--- config.mk ---
export PLATFORM = sky130hd
export DESIGN_NAME = dac_bank_ctrl
export DESIGN_NICKNAME = d
export VERILOG_FILES = /design/src/rtl/dac_bank_pkg.sv /design/src/rtl/dac_channel.sv /design/src/rtl/dac_host_regs.sv /design/src/rtl/dac_bank_ctrl.sv
export SDC_FILE = /design/constraint.sdc
export NUM_CORES = 1
export LEC_CHECK = 0
export CAP_MARGIN = 20
export CORE_AREA = 10 10 186 118
export CTS_CLUSTER_DIAMETER = 30
export CTS_CLUSTER_SIZE = 28
export DETAILED_ROUTE_END_ITERATION = 12
export DIE_AREA = 0 0 196 128
export HOLD_SLACK_MARGIN = 0.05
export PLACE_DENSITY = 0.83
export SETUP_SLACK_MARGIN = 0.15
export SLEW_MARGIN = 20
export SYNTH_ARGS = -nofsm -noshare
export SYNTH_HDL_FRONTEND = slang
export SYNTH_HIERARCHICAL = 1
export SYNTH_SLANG_ARGS = --single-unit
--- constraint.sdc ---
create_clock -name clk_i -period 2 [get_ports clk_i]
set_input_delay 0.5 -clock clk_i [delete_from_list [all_inputs] [get_ports clk_i]]
set_output_delay 0.5 -clock clk_i [all_outputs]
set_load 0.01 [all_outputs]
--- src/rtl/dac_bank_pkg.sv ---
package dac_bank_pkg;
  localparam int unsigned NUM_CH = 8;
  localparam int unsigned CODE_W = 12;
  localparam int unsigned BUS_W  = 8;
  localparam int unsigned ADDR_W = 3;

  localparam logic [ADDR_W-1:0] OFS_LO   = 3'd0;
  localparam logic [ADDR_W-1:0] OFS_HI   = 3'd1;
  localparam logic [ADDR_W-1:0] OFS_SEL  = 3'd2;
  localparam logic [ADDR_W-1:0] OFS_GPIO = 3'd3;
  localparam logic [ADDR_W-1:0] OFS_CTRL = 3'd4;
  localparam logic [ADDR_W-1:0] OFS_DIR  = 3'd5;

  localparam int unsigned CLR_BIT = 0;
  localparam int unsigned IRQ_BIT = 3;
endpackage

--- src/rtl/dac_channel.sv ---
module dac_channel #(
  parameter int unsigned CODE_W = 12
) (
  input  logic              clk_i,
  input  logic              rst_ni,
  input  logic              we_i,
  input  logic [CODE_W-1:0] data_i,
  input  logic              xfer_i,
  input  logic              clr_i,
  output logic [CODE_W-1:0] code_o
);
  logic [CODE_W-1:0] latch_q, out_q;

  always_ff @(posedge clk_i or negedge rst_ni) begin
    if (!rst_ni) begin
      latch_q <= '0;
      out_q   <= '0;
    end else begin
      if (we_i)   latch_q <= data_i;
      if (xfer_i) out_q   <= latch_q;
    end
  end

  assign code_o = clr_i ? '0 : out_q;
endmodule

--- src/rtl/dac_host_regs.sv ---
module dac_host_regs
  import dac_bank_pkg::*;
#(
  parameter int unsigned NUM_CH = dac_bank_pkg::NUM_CH,
  parameter int unsigned CODE_W = dac_bank_pkg::CODE_W,
  parameter int unsigned BUS_W  = dac_bank_pkg::BUS_W,
  localparam int unsigned IDX_W = $clog2(NUM_CH),
  localparam int unsigned SEL_W = IDX_W + 1,
  localparam int unsigned HI_W  = CODE_W - BUS_W
) (
  input  logic              clk_i,
  input  logic              rst_ni,
  input  logic [ADDR_W-1:0] addr_i,
  input  logic              wr_i,
  input  logic              rd_i,
  input  logic [BUS_W-1:0]  wdata_i,
  output logic [BUS_W-1:0]  rdata_o,
  input  logic              event_i,
  output logic              irq_o,
  input  logic [BUS_W-1:0]  gpio_i,
  output logic [BUS_W-1:0]  gpio_o,
  output logic [BUS_W-1:0]  gpio_oe_o,
  output logic [NUM_CH-1:0] latch_we_o,
  output logic [CODE_W-1:0] latch_data_o,
  output logic [NUM_CH-1:0] xfer_o,
  output logic              clr_o
);
  logic [BUS_W-1:0] stage_lo_q, gout_q, dir_q;
  logic [SEL_W-1:0] sel_q;
  logic             clr_q, flag_q;

  logic wr_lo, wr_hi, wr_sel, wr_gpio, wr_ctrl, wr_dir, rd_lo, rd_hi;
  logic             bcast;
  logic [IDX_W-1:0] sel_idx;

  assign wr_lo   = wr_i && addr_i == OFS_LO;
  assign wr_hi   = wr_i && addr_i == OFS_HI;
  assign wr_sel  = wr_i && addr_i == OFS_SEL;
  assign wr_gpio = wr_i && addr_i == OFS_GPIO;
  assign wr_ctrl = wr_i && addr_i == OFS_CTRL;
  assign wr_dir  = wr_i && addr_i == OFS_DIR;
  assign rd_lo   = rd_i && addr_i == OFS_LO;
  assign rd_hi   = rd_i && addr_i == OFS_HI;

  assign bcast   = sel_q[IDX_W];
  assign sel_idx = sel_q[IDX_W-1:0];

  always_ff @(posedge clk_i or negedge rst_ni) begin
    if (!rst_ni) begin
      stage_lo_q <= '0;
      sel_q      <= '0;
      gout_q     <= '0;
      dir_q      <= '0;
      clr_q      <= 1'b0;
      flag_q     <= 1'b0;
    end else begin
      if (wr_lo)   stage_lo_q <= wdata_i;
      if (wr_sel)  sel_q      <= wdata_i[SEL_W-1:0];
      if (wr_gpio) gout_q     <= wdata_i;
      if (wr_dir)  dir_q      <= wdata_i;
      if (wr_ctrl) clr_q      <= wdata_i[CLR_BIT];
      // event has priority over acknowledge
      if (event_i)    flag_q <= 1'b1;
      else if (rd_hi) flag_q <= 1'b0;
    end
  end

  assign latch_data_o = {wdata_i[HI_W-1:0], stage_lo_q};

  always_comb begin
    for (int i = 0; i < NUM_CH; i++) begin
      latch_we_o[i] = wr_hi && !bcast && (sel_idx == IDX_W'(i));
      xfer_o[i]     = rd_lo && (bcast ||
                      (sel_idx[IDX_W-1:1] == (IDX_W-1)'(i >> 1)));
    end
  end

  logic [BUS_W-1:0] ctrl_rd;
  always_comb begin
    ctrl_rd          = '0;
    ctrl_rd[CLR_BIT] = clr_q;
    ctrl_rd[IRQ_BIT] = flag_q;
  end

  always_comb begin
    unique case (addr_i)
      OFS_SEL:  rdata_o = {{(BUS_W-SEL_W){1'b0}}, sel_q};
      OFS_GPIO: rdata_o = (gout_q & dir_q) | (gpio_i & ~dir_q);
      OFS_CTRL: rdata_o = ctrl_rd;
      OFS_DIR:  rdata_o = dir_q;
      default:  rdata_o = '0;
    endcase
  end

  assign gpio_o    = gout_q & dir_q;
  assign gpio_oe_o = dir_q;
  assign irq_o     = flag_q;
  assign clr_o     = clr_q;
endmodule

--- src/rtl/dac_bank_ctrl.sv ---
module dac_bank_ctrl
  import dac_bank_pkg::*;
#(
  parameter int unsigned NUM_CH = dac_bank_pkg::NUM_CH,
  parameter int unsigned CODE_W = dac_bank_pkg::CODE_W,
  parameter int unsigned BUS_W  = dac_bank_pkg::BUS_W
) (
  input  logic                     clk_i,
  input  logic                     rst_ni,
  input  logic [ADDR_W-1:0]        addr_i,
  input  logic                     wr_i,
  input  logic                     rd_i,
  input  logic [BUS_W-1:0]         wdata_i,
  output logic [BUS_W-1:0]         rdata_o,
  input  logic                     event_i,
  output logic                     irq_o,
  input  logic [BUS_W-1:0]         gpio_i,
  output logic [BUS_W-1:0]         gpio_o,
  output logic [BUS_W-1:0]         gpio_oe_o,
  output logic [NUM_CH*CODE_W-1:0] dac_code_o
);
  logic [NUM_CH-1:0] latch_we, xfer;
  logic [CODE_W-1:0] latch_data;
  logic              clr_w;

  dac_host_regs #(.NUM_CH(NUM_CH), .CODE_W(CODE_W), .BUS_W(BUS_W)) u_regs (
    .clk_i, .rst_ni, .addr_i, .wr_i, .rd_i, .wdata_i, .rdata_o,
    .event_i, .irq_o, .gpio_i, .gpio_o, .gpio_oe_o,
    .latch_we_o(latch_we), .latch_data_o(latch_data),
    .xfer_o(xfer), .clr_o(clr_w)
  );

  for (genvar c = 0; c < NUM_CH; c++) begin : g_ch
    dac_channel #(.CODE_W(CODE_W)) u_ch (
      .clk_i, .rst_ni,
      .we_i(latch_we[c]), .data_i(latch_data),
      .xfer_i(xfer[c]), .clr_i(clr_w),
      .code_o(dac_code_o[c*CODE_W +: CODE_W])
    );
  end
endmodule

## After elaboration in Yosys (flattened, before gate mapping)

Cells that the tools add are included.

- Input bits: 24
- Output and inout bits: 121
- Memories: 0
- Register bits after elaboration: 222
- Bits in read-only memories: 0
- Bits in latches: 0
- Bits in writable memories: 0
- Word-level logic and storage cells: 82

- Magnitude comparators: 0
- Reduce and logical (&&, ||, !) cells: 30
- Shifts and indexed selects: 0
- Div/mod/pow operators: 0
- $add $sub $neg: 0
- Equality and inequality tests: 15
- Bitwise operators: 4
- Multiply operators: 0
- Muxes and demuxes: 11

Operators with widths:

| operator | count |
|---|---|
| two-way mux 12 bit | 8 |
| one-hot mux 8 bit (4 select lines) | 1 |
| logical AND 1 bit | 21 |
| == test 3 bit (second input constant) | 6 |
| bitwise AND 8 bit | 2 |
| == test 3 x 2 -> 1 bit (second input constant) | 4 |
| inverter 8 bit | 1 |
| OR 8 bit | 1 |
| == test 3 x 1 -> 1 bit (second input constant) | 2 |
| logical NOT 3 bit | 2 |
| == test 2 bit (second input constant) | 2 |
| logical OR 1 bit | 4 |
| == test 2 x 1 -> 1 bit (second input constant) | 1 |
| logical NOT 2 bit | 1 |
| two-way mux 1 bit | 2 |
| nonzero test 2 bit | 1 |
| logical NOT 1 bit | 1 |

## Logic depth before layout (Yosys ltp)

Gate-level depths: netlist of the first run.

- Depth after elaboration: 4
- Gate-level depth with buffers: 7
- Depth with buffers taken out: 4

## Cells and area by module

Netlist of the first run, hierarchy kept.

By module, submodules not included:

| module | area an instance (µm²) | sequential area each (µm²) | times used | cells each |
|---|---|---|---|---|
| dac_channel | 1,057.3 | 600.6 | 8 | 63 |
| dac_host_regs | 1,639.1 | 750.7 | 1 | 147 |

## Worst setup path after synthesis of the first run

OpenSTA, ideal clock, no wires.

- Path type: input port to flip-flop
- Start point: input addr_i[0]
- End point: register g_ch[3].u_ch.out_q[10]
- Data arrival time: 1,792 ps
- Stages: 6
- Data required time: 1,875 ps
- Path slack: 83 ps
- Cells stage by stage: clkbuf_1 nand3b_1 nor2_1 buf_4 buf_6 mux2_4

- Word-level cells in the longest chain between the ends: 3

RTL lines:

| item | line | text |
|---|---|---|
| start: declaration | dac_bank_ctrl.sv:10 | `input logic [ADDR_W-1:0] addr_i,` |
| logical NOT 3 bit | dac_host_regs.sv:42 | `assign rd_lo = rd_i && addr_i == OFS_LO;` |
| logical AND 1 bit | dac_host_regs.sv:42 |  |
| logical AND 1 bit | - |  |
| via xfer[2] | dac_bank_ctrl.sv:22 | `logic [NUM_CH-1:0] latch_we, xfer;` |
| end signal: assignment | dac_channel.sv:20 | `if (xfer_i) out_q <= latch_q;` |
| end: declaration | dac_channel.sv:12 | `logic [CODE_W-1:0] latch_q, out_q;` |

The timed path passes the listed nets, and every way through them passes these cells.
A chain may end at the register's enable or synchronous reset.

## Worst setup path after layout of the first run

- Start point: register u_regs.clr_q, in the netlist u_regs/clr_o
- End point: output dac_code_o[75]

- Word-level cells in the longest chain between the ends: 1

RTL lines:

| item | line | text |
|---|---|---|
| start: declaration | dac_host_regs.sv:30 | `logic clr_q, flag_q;` |
| start signal: assignment | dac_host_regs.sv:61 | `if (wr_ctrl) clr_q <= wdata_i[CLR_BIT];` |
| two-way mux 12 bit | dac_channel.sv:24 | `assign code_o = clr_i ? '0 : out_q;` |
| end: declaration | dac_bank_ctrl.sv:20 | `output logic [NUM_CH*CODE_W-1:0] dac_code_o` |

Every way passes these cells.

==> impl_metrics.tcl, run 1 <==
set metrics [dict create \
    cts_root_buf "clkbuf_16" \
    wl_per_cell_um 23.7 \
    final_common_cell "dfrtp_1" \
    final_area_mm2 0.0134 \
    grt_pass1_vias 6485 \
    grt_overflow 0 \
    max_freq_ghz 0.413 \
    drtIter0Drc 378 \
    via_count 6187 \
    synth.ff_latch_count 222 \
    startpoint_type "flop" \
    clk_path_buf_depth 3 \
    port_buffers 144 \
    gp_congestion 0.803 \
    drt-total-wl_um 27100 \
    rsz0062_at_grt "yes" \
    worstSetupStartpoint "u_regs/clr_o$_DFFE_PN0P_" \
    clock-sinks 222 \
    syn-num-nets 675 \
    h-tree-depth 1 \
    initial_core_util 0.542 \
    path_class "reg2out" \
    grt_max_degree 74 \
    antenna_found_initial 0 \
    p_leak_nw 6.75 \
    cellInternalPower_mw 10.5 \
    min_path_type "in2async" \
    path_clk_slew_ns 0.07 \
    track_usage 0.192 \
    r2r-start "u_regs/sel_q[3]$_DFFE_PN0P_" \
    placed_cells 1049 \
    swShare 0.292 \
    power.switching_mw 4.35 \
    fin_ws_ns -0.421 \
    ant_nets 0 \
    hpwl_um 15600 \
    violations "negative setup slack" \
    finalSetupViolCount 104 \
    fin_crit_sh 1.21 \
    fin_cells 1144 \
    coreArea_mm2 0.0186 \
    layout-drive-gt1-share 0.575 \
    synth_warnings 6 \
    p_seq_frac 0.426 \
    dieArea_mm2 0.0251 \
    finalHoldViolations 0 \
    via_per_inst 5.41 \
    row_count 39 \
    arrival_ns 1.92 \
    drv_slew 0 \
    dpl_cell_area_mm2 0.0122 \
    cellPowerDensity_mw_per_mm2 1110 \
    dr.pass1.iters 4 \
    synth_area_mm2 0.0101 \
    worst_slew_pin_slew_ns 0.700 \
    diodes 0 \
    final_cell_mix "dfrtp_1, mux2_4, buf_2, and2b_1, mux2_2" \
    fin_crit_ns 2.42 \
    clock_latency_ns 0.53 \
    crit_required_ns 1.50 \
    drc_errors 0 \
    max-vdd-ir-drop_v 0.000597 \
    cts_tree "built" \
    cap_violations 0 \
    area_delta_synth_final_pct 32.3 \
    total_power_mw 14.9 \
    pwr-share-clk 0.336 \
    status "finished with violations" \
    fin_nets 901 \
    ios 145 \
    ys_seq_area_frac 0.550 \
    ys_types 29 \
    fin_worst_skew_ns 0.00939 \
    endpoint_kind "primary output" \
    chipWidth_um 196 \
    syn_inst 651 \
    numCtsBuffers 27 \
    synth.avg_cell_area_um2 15.5 \
    die-height_um 128 \
    slew_headroom 0.533 \
    crit_path_max_fanout 5 \
    combPwrFrac 0.239 \
    grt_pass1_wl_um 38700 \
]
## power groups by stage
stage          Combinational [mW]  Sequential (mW)  Clock, mW
2_1_floorplan                1.93             5.97          0
3_3_place_gp                 2.98             6.28          0
3_5_place_dp                 3.09             6.34          0
4_1_cts                      3.23             6.28       5.00
5_1_grt                      3.78             6.42       5.22
6_report                     3.56             6.33       4.99
## cells by family after synthesis
family | share of synthesized area
buffers and inverters | 0.0291
AOI/OAI and AO/OA | 0.0114
DFF | 0.550
and+or+nand+nor | 0.0954
muxes | 0.314
## final cells by class
cell class / count / area, um^2
Clock inverter: 22 / 244
Inverter: 2 / 7.51
Clock buffer: 28 / 679
Sequential cell: 222 / 5560
Timing Repair Buffer: 233 / 2150
Fill cell: 1155 / 5280
Multi-Input combinational cell: 391 / 4410
Tap cell: 246 / 308
## state kept, by name, summed over array words and instances, names as in the netlist
signal and flops:
g_ch.u_ch/latch_q 96, g_ch.u_ch/out_q 96, u_regs/clr_o 1, u_regs/gout_q 8
u_regs/gpio_oe_o 8, u_regs/irq_o 1, u_regs/sel_q 4, u_regs/stage_lo_q 8
## cells in the mapped netlist (all sizes together)
cell / n / area share
buf: 25 / 0.024
o22ai: 2 / 0.0012
a21oi: 6 / 0.0030
a21o: 1 / 0.00074
nor3b: 2 / 0.0015
nand2: 2 / 0.00074
nand3: 3 / 0.0025
clkbuf: 11 / 0.0041
nor2: 15 / 0.0056
mux2: 221 / 0.31
inv: 2 / 0.00074
mux2i: 8 / 0.0079
nand3b: 1 / 0.00074
and2b: 65 / 0.048
nor3: 4 / 0.0025
o21ai: 2 / 0.00099
a32o: 2 / 0.0020
o2bb2ai: 4 / 0.0035
nand4: 2 / 0.0012
nor2b: 35 / 0.022
dfrtp: 222 / 0.55
and2: 12 / 0.0074
nand2b: 4 / 0.0032
## worst max-delay path, stage by stage (launching register included)
cell and delay, ns:
dfrtp_2 0.44, buf_12 0.13, buf_6 0.11, buf_8 0.12, buf_12 0.12, buf_6 0.11, and2b_1 0.22, buf_2 0.14
## metrics by stage
stage          TNS (ns)  utilization  worst slack, ns  hold slack [ns]
5_1_grt          -25.30        0.717           -0.460            0.513
4_1_cts          -23.88        0.704           -0.481            0.500
3_5_place_dp    -104.54        0.652           -0.701            0.456
2_1_floorplan         0            -            0.157            0.204
3_3_place_gp    -100.33        0.652           -0.664            0.448
6_report         -20.09        0.717           -0.421            0.499
## worst paths after layout
kind / to / cells past startpoint / slack, ns
setup / recovery: dac_code_o[75] / 7 / -0.42
hold / removal: g_ch[0].u_ch/out_q[2]$_DFFE_PN0P_ / 2 / 0.50
setup reg to reg: g_ch[3].u_ch/latch_q[10]$_DFFE_PN0P_ / 6 / 0.25
hold reg to reg: g_ch[1].u_ch/out_q[9]$_DFFE_PN0P_ / 1 / 0.51
max in group asynchronous: g_ch[5].u_ch/latch_q[2]$_DFFE_PN0P_ / 3 / 0.83
min in group clk_i: g_ch[1].u_ch/out_q[9]$_DFFE_PN0P_ / 1 / 0.51
## metal layers
layer  wire (um)  track usage  vias to the layer above  part of all wire
met4         601       0.0353                        0             0.022
met3        1710       0.0460                       45             0.063
met1       12700        0.278                     3210              0.47
met2       12200        0.290                      240              0.45
met5           0            0                        -                 0
li1            -            -                     2692                 -
## what timing repair did
| item | 4_1_cts | 5_1_grt |
|---|---|---|
| pin swaps | 10 | 8 |
| gates cloned | 4 | 6 |
| hold buffers | 1 | 0 |
| endpoints found under the setup margin | 313 | 206 |
| gates resized for setup | 331 | 193 |
| buffers inserted | 18 | 16 |
| endpoints found under the hold margin | 52 | 0 |
Note: power is estimated with default switching activity, not from simulation.
==> run 2, diff against run 1 <==
--- a/config.mk
+++ b/config.mk
@@ -6,12 +6,11 @@
 export NUM_CORES = 1
 export LEC_CHECK = 0
 export CAP_MARGIN = 20
-export CORE_AREA = 10 10 186 118
+export CORE_AREA = 3 3 179 111
 export CTS_CLUSTER_DIAMETER = 30
 export CTS_CLUSTER_SIZE = 28
 export DETAILED_ROUTE_END_ITERATION = 12
-export DIE_AREA = 0 0 196 128
-export HOLD_SLACK_MARGIN = 0.05
+export DIE_AREA = 0 0 182 114
 export PLACE_DENSITY = 0.83
 export SETUP_SLACK_MARGIN = 0.15
 export SLEW_MARGIN = 20
==> run 2 against run 1 <==
  * The run still ends with negative setup slack left
  * Routed wire length down 4.0%
  * Power up 5.3%
  * Die area down 17%
  * Sequential cell count unchanged
  * Sequential share of layout area down 0.36 points
  * Worst setup slack better by 0.24 ns
  * Combinational power down 7.0%
  * Clock skew up 0.0044 ns
  * First-iteration DRC count up 4.2%
  * Clock power up 21%
  * Count of clock-buffer cells in the layout up 15
  * Critical path type unchanged
  * Largest cell class unchanged
  * Largest power group unchanged
  * Highest routed layer unchanged
==> impl_metrics.tcl, run 2 (synthesis results as in run 1) <==
set metrics [dict create \
    total_power_mw 15.7 \
    drv_slew 0 \
    final_common_cell "dfrtp_1" \
    via_per_inst 5.38 \
    reg_top3 "g_ch.u_ch/latch_q x96, g_ch.u_ch/out_q x96" \
    final_core_util 0.742 \
    drtIter0Drc 394 \
    rsz0062_at_grt "yes" \
    path_clk_slew_ns 0.05 \
    cts_tree "built" \
    grt_overflow 0 \
    dr.pass1.iters 4 \
    clock-sinks 222 \
    gp_congestion 0.833 \
    chipWidth_um 182 \
    arrival_ns 1.68 \
    numCtsBuffers 34 \
    row_count 38 \
    p_leak_nw 6.81 \
    crit_required_ns 1.50 \
    power.switching_mw 4.23 \
    hpwl_um 15300 \
    finalSetupViolCount 86 \
    die-height_um 114 \
    antenna_found_initial 0 \
    ant_nets 0 \
    grt_pass1_vias 6780 \
    layout-drive-gt1-share 0.570 \
    clock_latency_ns 0.49 \
    max_freq_ghz 0.459 \
    finalHoldViolations 0 \
    coreArea_mm2 0.0182 \
    fin_cells 1138 \
    placed_cells 1044 \
    p_seq_frac 0.403 \
    startpoint_type "flop" \
    min_path_type "reg2reg" \
    fin_ws_ns -0.177 \
    track_usage 0.243 \
    crit_path_max_fanout 5 \
    slew_headroom 0.543 \
    pwr-share-clk 0.386 \
    combPwrFrac 0.211 \
    grt_max_degree 65 \
    final_cell_mix "dfrtp_1, mux2_4, buf_2, and2b_1, mux2_2" \
    max-vdd-ir-drop_v 0.000638 \
    initial_core_util 0.556 \
    status "finished with violations" \
    ios 145 \
    dieArea_mm2 0.0207 \
    drc_errors 0 \
    via_count 6122 \
    fin_crit_ns 2.18 \
    fin_worst_skew_ns 0.0138 \
    cap_violations 0 \
    swShare 0.270 \
    cellPowerDensity_mw_per_mm2 1160 \
    violations "negative setup slack" \
    path_class "reg2out" \
    grt_pass1_wl_um 39400 \
    final_area_mm2 0.0135 \
    area_delta_synth_final_pct 33.5 \
    endpoint_kind "primary output" \
    cts_root_buf "clkbuf_16" \
    wl_per_cell_um 22.9 \
    worst_slew_pin_slew_ns 0.685 \
    h-tree-depth 2 \
    drt-total-wl_um 26100 \
    fin_nets 897 \
    diodes 0 \
    clk_path_buf_depth 3 \
    port_buffers 144 \
    dpl_cell_area_mm2 0.0122 \
    cellInternalPower_mw 11.4 \
    fin_crit_sh 1.09 \
]
## run 2: cell types whose count changed in the layout (fill, tap and decap cells not counted), sizes merged
cell	delta
bufbuf	+1
clkbuf	+18
clkdlybuf4s15	+5
clkinv	+4
dlygate4sd2	+3
bufinv	+1
inv	-9
clkdlybuf4s50	-1
buf	-22
## run 2: per-stage QoR
stage / setup WS [ns] / hold WS, ns / TNS, ns
6_report: -0.177 / 0.497 / -6.43
5_1_grt: -0.204 / 0.512 / -10.12
3_5_place_dp: -0.664 / 0.479 / -91.03
3_3_place_gp: -0.624 / 0.473 / -89.04
2_1_floorplan: 0.157 / 0.204 / 0
4_1_cts: -0.379 / 0.501 / -10.36
## run 2: layout make-up
cell class	count	area [um^2]
Sequential cell	222	5560
Fill cell	1070	4680
Multi-Input combinational cell	391	4430
Timing Repair Buffer	222	1990
Clock buffer	43	988
Tap cell	240	300
Clock inverter	18	201
Inverter	2	7.51
## run 2: path summary, 6_finish.rpt
path / start / depth (start not counted) / to / slack (ns)
max in group asynchronous: rst_ni / 3 / g_ch[7].u_ch/out_q[9]$_DFFE_PN0P_ / 0.77
worst min register to register: g_ch[4].u_ch/out_q[11]$_DFFE_PN0P_ / 1 / g_ch[4].u_ch/out_q[11]$_DFFE_PN0P_ / 0.50
min in group asynchronous: rst_ni / 2 / g_ch[0].u_ch/out_q[6]$_DFFE_PN0P_ / 0.56
worst max register to register: u_regs/sel_q[3]$_DFFE_PN0P_ / 6 / g_ch[4].u_ch/latch_q[11]$_DFFE_PN0P_ / 0.05
worst max-delay path: u_regs/clr_o$_DFFE_PN0P_ / 6 / rdata_o[0] / -0.18
worst min-delay path: g_ch[4].u_ch/out_q[11]$_DFFE_PN0P_ / 1 / g_ch[4].u_ch/out_q[11]$_DFFE_PN0P_ / 0.50
## run 2: critical path, stage by stage, from the launching register on
cell and delay [ns]:
dfrtp_2 0.44, buf_6 0.15, buf_8 0.12, buf_6 0.11, mux2i_1 0.13, o22ai_1 0.09, buf_2 0.16
## run 2: timing repair
action                                  4_1_cts  5_1_grt
hold buffers                                  1        0
endpoints found under the setup margin      313      164
cloned                                        1        6
gates resized for setup                     316      195
pin swaps                                     9        7
hold endpoints to repair                     56        0
setup buffers                                16        9
## run 2: power by group through the flow
stage | registers, mW | logic, mW | clock network [mW]
6_report | 6.31 | 3.31 | 6.05
5_1_grt | 6.42 | 3.51 | 6.34
4_1_cts | 6.29 | 3.06 | 6.11
3_5_place_dp | 6.35 | 3.06 | 0
3_3_place_gp | 6.28 | 2.96 | 0
2_1_floorplan | 5.97 | 1.93 | 0
## run 2: layer usage
metal | global-route usage | wire [um] | part of all wire | vias up
li1 | - | - | - | 2698
met1 | 0.353 | 11900 | 0.45 | 3147
met2 | 0.378 | 12000 | 0.46 | 238
met3 | 0.0539 | 1780 | 0.068 | 39
met4 | 0.0568 | 379 | 0.015 | 0
met5 | 0 | 0 | 0 | -
==> run 3, diff against run 2 <==
--- a/config.mk
+++ b/config.mk
@@ -6,11 +6,11 @@
 export NUM_CORES = 1
 export LEC_CHECK = 0
 export CAP_MARGIN = 20
-export CORE_AREA = 3 3 179 111
+export CORE_AREA = 2 2 178 110
 export CTS_CLUSTER_DIAMETER = 30
 export CTS_CLUSTER_SIZE = 28
 export DETAILED_ROUTE_END_ITERATION = 12
-export DIE_AREA = 0 0 182 114
+export DIE_AREA = 0 0 180 112
 export PLACE_DENSITY = 0.83
 export SETUP_SLACK_MARGIN = 0.15
 export SLEW_MARGIN = 20
==> run 3 against run 2 <==
  * The run still ends with negative setup slack left
  * Sequential cell count stayed put
  * Via count is 1.1% higher
  * Core utilization is 1.3 points lower
  * Design area is 0.58% higher
  * Sequential share of layout area is 0.25 points lower
  * Combinational power is 2% higher
  * Count of clock-buffer cells in the layout is 4 lower
  * Global-route usage is 0.86 points higher
  * Hold slack worse by 0.063 ns
  * Critical path type unchanged
  * Largest power group is now the clock network
==> impl_metrics.tcl, run 3 (synthesis results as in run 1) <==
set metrics [dict create \
    status "finished with violations" \
    violations "negative setup slack" \
    fin_cells 1150 \
    path_class "reg2out" \
    numCtsBuffers 35 \
    fin_crit_ns 2.15 \
    endpoint_kind "primary output" \
    r2r-start "u_regs/sel_q[3]$_DFFE_PN0P_" \
    crit_path_top_delay_cell "dfrtp_2" \
    worst_slew_pin_slew_ns 0.697 \
    initial_core_util 0.543 \
    path_clk_slew_ns 0.05 \
    fin_crit_sh 1.08 \
    drt-total-wl_um 25900 \
    cap_violations 0 \
    place_ws_ns -0.732 \
    fin_nets 902 \
    hpwl_um 14900 \
    fillers 1137 \
    cpLargestDelayFamily "buffers and inverters" \
    via_per_inst 5.38 \
    cts_tree "built" \
    min_path_type "in2async" \
    p_leak_nw 6.87 \
    final_common_cell "dfrtp_1" \
    ios 145 \
    finalSetupViolCount 97 \
    dr.pass1.iters 4 \
    grt_overflow 0 \
    regArea_mm2 0.00556 \
    clock_latency_ns 0.50 \
    crit_path_max_fanout 6 \
    dieArea_mm2 0.0202 \
    drtIter0Drc 362 \
    cp_cell_sequence "buf_6 -> buf_12 -> clkbuf_16 -> and2b_1 -> buf_2" \
    diodes 0 \
    reg_top3 "g_ch.u_ch/latch_q x96, g_ch.u_ch/out_q x96" \
    drc_errors 0 \
    ant_nets 0 \
    critical_path_buf_inv_count 4 \
    multi_input_area_mm2 0.00445 \
    fin_ws_ns -0.151 \
    port_buffers 144 \
    cts_root_buf "clkbuf_16" \
    finalHoldViolations 0 \
    antenna_found_initial 0 \
    max-vdd-ir-drop_v 0.000547 \
    arrival_ns 1.65 \
    cp_slowest_stage_delay_ns 0.44 \
    drv_slew 0 \
    gp_congestion 0.856 \
    grt_pass1_wl_um 39200 \
    track_usage 0.251 \
    rsz0062_at_grt "yes" \
    coreArea_mm2 0.0186 \
    cellPowerDensity_mw_per_mm2 1200 \
    startpoint_type "flop" \
    clock-sinks 222 \
    row_count 39 \
    slew_headroom 0.536 \
    wl_per_cell_um 22.5 \
    worstSetupStartpoint "u_regs/clr_o$_DFFE_PN0P_" \
    h-tree-depth 2 \
    clk_path_buf_depth 3 \
    max_freq_ghz 0.465 \
    placed_cells 1049 \
    die-height_um 112 \
    final_cell_mix "dfrtp_1, mux2_4, buf_2, and2b_1, mux2_2" \
    via_count 6190 \
    grt_max_degree 75 \
    chipWidth_um 180 \
    fin_worst_skew_ns 0.0207 \
    grt_pass1_vias 6540 \
    layout-drive-gt1-share 0.582 \
    crit_required_ns 1.50 \
    area_delta_synth_final_pct 34.3 \
]
run 3: cell types whose count changed in the layout (fill, tap and decap cells not counted), sizes merged, moves of 3 or more:
cell           delta
clkdlybuf4s15     -8
clkinv            -3
inv               +4
buf              +15
bufinv            +3
clkbuf            -3
dlygate4sd2       -4
run 3: final cells by class:
type                       count  share of cell area
multi-input combinational    391               0.328
clock buffer                  39              0.0703
sequential                   222               0.410
inverter                       2            0.000554
clock inverter                24              0.0250
tap                          246              0.0227
timing repair buffer         226               0.143
run 3: stage by stage:
stage          TNS (ns)  area, um^2  utilization  power [mW]  hold WS [ns]
2_1_floorplan         0       10100            -        7.90         0.204
3_3_place_gp     -89.67       12100        0.652        9.22         0.334
3_5_place_dp     -96.33       12100        0.652        9.40         0.338
4_1_cts          -11.99       13400        0.722        16.0         0.427
5_1_grt          -11.96       13600        0.729        16.9         0.444
6_report          -7.18       13600        0.729        16.3         0.434
run 3: final timing paths:
| kind | endpoint | slack [ns] | depth (start not counted) |
|---|---|---|---|
| setup / recovery | dac_code_o[19] | -0.15 | 5 |
| hold / removal | g_ch[4].u_ch/out_q[1]$_DFFE_PN0P_ | 0.43 | 2 |
| setup reg to reg | g_ch[0].u_ch/latch_q[3]$_DFFE_PN0P_ | 0.21 | 6 |
| hold reg to reg | g_ch[4].u_ch/out_q[11]$_DFFE_PN0P_ | 0.50 | 1 |
| max in group asynchronous | g_ch[0].u_ch/out_q[6]$_DFFE_PN0P_ | 0.91 | 3 |
| min in group clk_i | g_ch[4].u_ch/out_q[11]$_DFFE_PN0P_ | 0.50 | 1 |
run 3: what timing repair did:
item,4_1_cts,5_1_grt
hold buffers,1,0
gates cloned,3,6
hold endpoints to repair,14,0
endpoints found under the setup margin,285,170
buffers inserted,16,12
pin swaps,11,12
gates resized for setup,367,182
run 3: per-layer routing:
metal	wire (um)	up-vias	GRT usage
li1	-	2699	-
met1	12000	3209	0.369
met2	11800	241	0.383
met3	1830	41	0.0572
met4	335	0	0.0585
met5	0	-	0
run 3: report_power, final:
| group | total, mW | switching, mW | internal (mW) |
|---|---|---|---|
| clock network | 6.60 | 2.31 | 4.29 |
| registers | 6.32 | 0.874 | 5.45 |
| logic | 3.37 | 1.25 | 2.12 |
